<file path="config.mk">
export PLATFORM = sky130hd
export DESIGN_NAME = shift_rotate_unit
export DESIGN_NICKNAME = d
export VERILOG_FILES = /design/src/rtl/shift_rotate_pkg.sv /design/src/rtl/shift_rotate_ctrl.sv /design/src/rtl/shift_rotate_datapath.sv /design/src/rtl/shift_rotate_flags.sv /design/src/rtl/shift_rotate_unit.sv
export SDC_FILE = /design/constraint.sdc
export NUM_CORES = 1
export LEC_CHECK = 0
export BUFFER_PORTS_ARGS = -buffer_cell sky130_fd_sc_hd__buf_4
export CORE_AREA = 2 2 39 41
export DETAILED_ROUTE_END_ITERATION = 12
export DIE_AREA = 0 0 41 43
export GPL_TIMING_DRIVEN = 1
export PLACE_DENSITY = 0.69
export SYNTH_ARGS = -nofsm -noshare
export SYNTH_HDL_FRONTEND = slang
export SYNTH_SLANG_ARGS = --single-unit
</file>
<file path="constraint.sdc">
create_clock -name vclk -period 4
set_clock_uncertainty 0.05 [all_clocks]
set_input_delay 0.4 -clock vclk [all_inputs]
set_output_delay 0.4 -clock vclk [all_outputs]
set_load 0.02 [all_outputs]
</file>
<file path="src/rtl/shift_rotate_pkg.sv">
package shift_rotate_pkg;

  localparam int unsigned OPC_W        = 8;
  localparam logic [OPC_W-1:0] OPC_FIRST = 8'h46;
  localparam int unsigned NUM_VARIANTS = 8;
  localparam int unsigned SEL_W        = $clog2(NUM_VARIANTS);

  // Offset bit 0 picks the direction, bit 1 the carry fill, bit 2 rotation.
  typedef struct packed {
    logic valid;
    logic toRight;
    logic useCarry;
    logic circular;
  } shiftCtrl_t;

endpackage

</file>
<file path="src/rtl/shift_rotate_ctrl.sv">
module shift_rotate_ctrl
  import shift_rotate_pkg::*;
#(
  parameter logic [OPC_W-1:0] BASE = OPC_FIRST
) (
  input  logic [OPC_W-1:0] opcode,
  output shiftCtrl_t       strobes
);

  logic [OPC_W-1:0] offset;
  logic             inRange;

  always_comb begin
    offset  = opcode - BASE;
    inRange = (offset < OPC_W'(NUM_VARIANTS));
    strobes.valid    = inRange;
    strobes.toRight  = inRange & offset[0];
    strobes.useCarry = inRange & offset[1];
    strobes.circular = inRange & offset[2];
  end

endmodule

</file>
<file path="src/rtl/shift_rotate_datapath.sv">
module shift_rotate_datapath
  import shift_rotate_pkg::*;
#(
  parameter int unsigned WIDTH = 16
) (
  input  shiftCtrl_t       strobes,
  input  logic [WIDTH-1:0] operand,
  input  logic             carryIn,
  output logic [WIDTH-1:0] result,
  output logic             carryOut
);

  localparam int unsigned MSB = WIDTH - 1;

  logic             exitBit;
  logic             fillBit;
  logic [WIDTH-1:0] moved;

  always_comb begin
    exitBit = strobes.toRight ? operand[0] : operand[MSB];
    if (strobes.useCarry)      fillBit = carryIn;
    else if (strobes.circular) fillBit = exitBit;
    else                       fillBit = 1'b0;
  end

  for (genvar i = 0; i < WIDTH; i++) begin : g_bit
    logic fromLeftMove;
    logic fromRightMove;
    if (i == 0) begin : g_low
      assign fromLeftMove = fillBit;
    end else begin : g_lowN
      assign fromLeftMove = operand[i-1];
    end
    if (i == MSB) begin : g_high
      assign fromRightMove = fillBit;
    end else begin : g_highN
      assign fromRightMove = operand[i+1];
    end
    assign moved[i] = strobes.toRight ? fromRightMove : fromLeftMove;
  end

  assign result   = strobes.valid ? moved : '0;
  assign carryOut = strobes.valid & exitBit;

endmodule

</file>
<file path="src/rtl/shift_rotate_flags.sv">
module shift_rotate_flags #(
  parameter int unsigned WIDTH = 16
) (
  input  logic             enable,
  input  logic [WIDTH-1:0] value,
  output logic             zeroFlag,
  output logic             negFlag
);

  assign zeroFlag = enable & ~(|value);
  assign negFlag  = enable & value[WIDTH-1];

endmodule

</file>
<file path="src/rtl/shift_rotate_unit.sv">
module shift_rotate_unit
  import shift_rotate_pkg::*;
#(
  parameter int unsigned WIDTH = 16
) (
  input  logic [7:0]       opcode,
  input  logic [WIDTH-1:0] operand,
  input  logic             carryIn,
  output logic [WIDTH-1:0] result,
  output logic             zeroFlag,
  output logic             negFlag,
  output logic             carryOut,
  output logic             valid
);

  shiftCtrl_t strobes;

  shift_rotate_ctrl #(.BASE(OPC_FIRST)) u_ctrl (
    .opcode  (opcode),
    .strobes (strobes)
  );

  shift_rotate_datapath #(.WIDTH(WIDTH)) u_dp (
    .strobes  (strobes),
    .operand  (operand),
    .carryIn  (carryIn),
    .result   (result),
    .carryOut (carryOut)
  );

  shift_rotate_flags #(.WIDTH(WIDTH)) u_flags (
    .enable   (strobes.valid),
    .value    (result),
    .zeroFlag (zeroFlag),
    .negFlag  (negFlag)
  );

  assign valid = strobes.valid;

endmodule

</file>
# [After elaboration in Yosys (flattened, before gate mapping)]
# Index checks and enable logic that the tools add are counted.
[classes] n_addsub=1 order_cmp=1 mux=20 n_bitwise=7 reduce_logical=1
[op_table] op="$mux W1" count=19
[op_table] op="$mux W16" count=1
[op_table] op="$reduce_or A16 Y1" count=1
[op_table] op="$lt A8 B4 Y1 const B" count=1
[op_table] op="$sub A8 B7 Y8 const B" count=1
[op_table] op="$and A1 B1 Y1" count=6
[op_table] op="$not A1 Y1" count=1
[totals] register_bits=0 in_bits=25 output_inout_bits=20

# [Longest topological paths before layout]
[depth] depth_word=11 depth_mapped=5 mapped_depth_nobuf=5

# [Cells and area by module]
# A second synthesis with hierarchy kept.
[unflattened] hier_cells=61 hier_area_um2=445.4
[by_module_without_submodules] module="shift_rotate_datapath" instances=1 cells_each=42 area_each_um2=300.3 seq_area_each_um2=0.0
[by_module_without_submodules] module="shift_rotate_ctrl" instances=1 cells_each=12 area_each_um2=95.1 seq_area_each_um2=0.0
[by_module_without_submodules] module="shift_rotate_flags" instances=1 cells_each=7 area_each_um2=50.0 seq_area_each_um2=0.0

# [Least setup slack after synthesis]
# Ideal clock, no wire load.
[synth_path] path_kind="in2out" from="in opcode[7]" to="out result[15]" arrival_ps=1788 required_time_ps=3550 path_slack_ps=1762 cell_stages=5 path_buffers=1 cell_sequence="or3b_1 nor4b_2 a21oi_2 nor2b_1 buf_4"
[synth_via] elab_chain_len=8 elab_cells_between_ends=10 cone_classes="add/sub: 1; order compare: 1; mux: 5; bitwise: 3"
[synth_rtl] element="start: declaration" line_no="shift_rotate_unit.sv:6" source="input logic [7:0] opcode,"
[synth_rtl] element="$sub A8 B7 Y8 (*)" line_no="shift_rotate_ctrl.sv:14" source="offset = opcode - BASE;"
[synth_rtl] element="$lt A8 B4 Y1 (*)" line_no="shift_rotate_ctrl.sv:15" source="inRange = (offset < OPC_W'(NUM_VARIANTS));"
[synth_rtl] element="$and A1 B1 Y1" line_no="shift_rotate_ctrl.sv:17" source="strobes.toRight = inRange & offset[0];"
[synth_rtl] element="$mux W1" line_no="shift_rotate_datapath.sv:20" source="exitBit = strobes.toRight ? operand[0] : operand[MSB];"
[synth_rtl] element="$mux W1" line_no="shift_rotate_datapath.sv:22" source="else if (strobes.circular) fillBit = exitBit;"
[synth_rtl] element="$mux W1" line_no="shift_rotate_datapath.sv:21" source="if (strobes.useCarry) fillBit = carryIn;"
[synth_rtl] element="$mux W1" line_no="shift_rotate_datapath.sv:39" source="assign moved[i] = strobes.toRight ? fromRightMove : fromLeftMove;"
[synth_rtl] element="$mux W16 (*)" line_no="shift_rotate_datapath.sv:42" source="assign result = strobes.valid ? moved : '0;"
[synth_rtl] element="end: declaration" line_no="shift_rotate_unit.sv:9" source="output logic [WIDTH-1:0] result,"
# Every way passes the cells marked *; elsewhere a longest branch is shown, timed or not.

# [Worst setup path in the final report]
[layout_path] from="in opcode[7]" to="out zeroFlag"
[layout_via] elab_chain_len=11 elab_cells_between_ends=28 cone_classes="add/sub: 1; order compare: 1; mux: 20; bitwise: 5; reduce/logical: 1"
[layout_rtl] element="$sub A8 B7 Y8 (*)" line_no="shift_rotate_ctrl.sv:14"
[layout_rtl] element="$lt A8 B4 Y1 (*)" line_no="shift_rotate_ctrl.sv:15"
[layout_rtl] element="$and A1 B1 Y1" line_no="shift_rotate_ctrl.sv:17"
[layout_rtl] element="$mux W1" line_no="shift_rotate_datapath.sv:20"
[layout_rtl] element="$mux W1" line_no="shift_rotate_datapath.sv:22"
[layout_rtl] element="$mux W1" line_no="shift_rotate_datapath.sv:21"
[layout_rtl] element="$mux W1" line_no="shift_rotate_datapath.sv:39"
[layout_rtl] element="$mux W16" line_no="shift_rotate_datapath.sv:42"
[layout_rtl] element="$reduce_or A16 Y1" line_no="shift_rotate_flags.sv:10" source="assign zeroFlag = enable & ~(|value);"
[layout_rtl] element="$not A1 Y1" line_no="shift_rotate_flags.sv:10"
[layout_rtl] element="$and A1 B1 Y1 (*)" line_no="shift_rotate_flags.sv:10"
[layout_rtl] element="end: declaration" line_no="shift_rotate_unit.sv:10" source="output logic zeroFlag,"
# Marks and branches as above.

==> impl_metrics.py <==
metrics = {
    "route": {
        "ant_nets": 0,
        "dr.pass1.iters": 4,
        "drc_errors": 0,
        "drt-vias-per-instance": 4.93,
        "avgRoutedWirePerCell_um": 11.2,
        "wl_um": 1300,
        "drtIter0Drc": 2,
        "vias": 572,
    },
    "sta": {
        "period_minus_slack_ns": 2.34,
        "holdWs_ns": 1.12,
        "finalCritPeriodShare": 0.585,
        "max_freq_mhz": 427,
        "max_slew_margin": 0.489,
        "rsz0062_at_grt": "false",
        "finalMaxSlewViolations": 0,
        "finalSetupViolCount": 0,
        "hold_viol_final": 0,
        "finalSetupTns_ns": 0,
        "worst_pin_slew_ns": 0.766,
    },
    "global_routing": {
        "grt_overflow": 0,
        "track_usage": 0.143,
        "antenna_found_initial": 0,
        "grt_max_degree": 20,
        "grt_pass1_vias": 490,
        "grt_pass1_wl_um": 1930,
    },
    "synthesis": {
        "synthDistinctLibCells": 20,
        "synth_area_um2": 404,
        "syn_area_per_cell_um2": 6.85,
        "ys_warn_count": 0,
        "postSynthCellCount": 59,
        "synth.net_count": 85,
        "ys_seq_area_frac": 0,
    },
    "die": {
        "ios": 45,
        "die_area_um2": 1760,
        "die_w_um": 41,
        "start_util": 0.292,
        "die-height_um": 43,
        "coreArea_um2": 1380,
        "rows": 14,
    },
    "worst_hold_path": {
        "hp-class": "in -> out",
        "whs_path_depth": 4,
        "min_to": "result[11]",
        "min_from": "operand[10]",
    },
    "setup_path": {
        "crit_family": "simple AND/OR/NAND/NOR gates",
        "crit_start": "opcode[7]",
        "slowest_delay_ns": 0.40,
        "worstPathCellList": "buf_4 > or3b_1 > nor4b_2 > a21oi_2 > nor4b_2 > buf_4",
        "crit_type": "in -> out",
        "cp_num_buf_inv": 2,
        "worst_setup_path_start_kind": "input pin",
        "crit_arrival_ns": 1.89,
        "crit_fanout": 19,
        "cp-end-kind": "primary output",
        "required_ns": 3.55,
        "slowest_stage": "or3b_1",
    },
    "layout": {
        "design_area_um2": 736,
        "final_cell_mix": "45 x buf_4, 17 x nor2_1, 15 x mux2i_1, 3 x nand3_1, 3 x nor4_1",
        "nets": 128,
        "drive_above_1_share": 0.480,
        "utilization": 0.532,
        "num_antenna_cells": 0,
        "num-clock-buffers": 0,
        "final_common_cell": "buf_4",
        "final-seq-area_um2": 0,
        "area_growth_syn_to_layout_pct": 82.0,
        "seq_cell_count": 0,
        "multi_input_area_um2": 370,
        "fillers": 146,
    },
    "clocking": {
        "cts_resized": 0,
        "hold_buffers": 0,
        "post-cts-setup-buffers": 0,
    },
    "job": {
        "maxCapViolCount": 0,
    },
    "place": {
        "io_buffers": 45,
        "dp_hpwl_um": 1100,
        "gp_congestion": 0.670,
        "place_area_um2": 736,
    },
    "power": {
        "p_per_area_nw_per_um2": 77.6,
        "vdd_ir_drop_max_mv": 0.0359,
        "leakage_nw": 0.395,
    },
    "run_status": {
        "outcome": "complete, no violations",
    },
}
==> final cells by class <==
type | count | area share
multi-input combinational | 53 | 0.503
timing repair buffer | 45 | 0.459
tap | 16 | 0.0272
inverter | 2 | 0.0102
==> worst max path at each step <==
stage	endpoint	slack, ns	cells past startpoint
finish	zeroFlag	1.66	6
floorplan	result[15]	1.76	5
CTS	zeroFlag	1.65	6
global route	zeroFlag	1.54	6
detailed placement	zeroFlag	1.65	6
global placement	zeroFlag	1.68	6
==> power by group <==
part	switching, mW	internal (mW)	leakage, nW	total (mW)
sequential	0	0	0	0
combinational	0.0257	0.0314	0.395	0.0571
clock	0	0	0	0
total	0.0257	0.0314	0.395	0.0571
==> kinds of logic after synthesis <==
| group | synth area share |
|---|---|
| compound gates | 0.0712 |
| xor+xnor | 0.0217 |
| fa+ha+maj | 0.0310 |
| buf+inv | 0.0836 |
| mux | 0.372 |
| simple gates | 0.421 |
==> layer usage <==
metal	part of all wire	global-route usage	vias to the layer above
met3	0.077	0.00524	0
met2	0.53	0.272	22
met5	0	0	-
li1	-	-	294
met4	0	0	0
met1	0.40	0.174	256
==> cell usage after synthesis, types with 2 or more instances <==
cell	count	share of area
inv_1	2	0.019
nor2_1	17	0.16
nand3_1	3	0.037
mux2i_1	15	0.37
nor4_1	3	0.046
buf_4	3	0.056
nor4b_2	2	0.074
nor3_1	2	0.025
==> stage by stage <==
step,power [mW],instances,setup WS (ns)
after floorplan,0.0281,59,1.76
after global placement,0.0568,116,1.68
after detailed placement,0.0576,116,1.65
after CTS,0.0578,116,1.65
after global routing,0.0626,116,1.54
final,0.0571,116,1.66
Power figures use the tool's default switching activity.
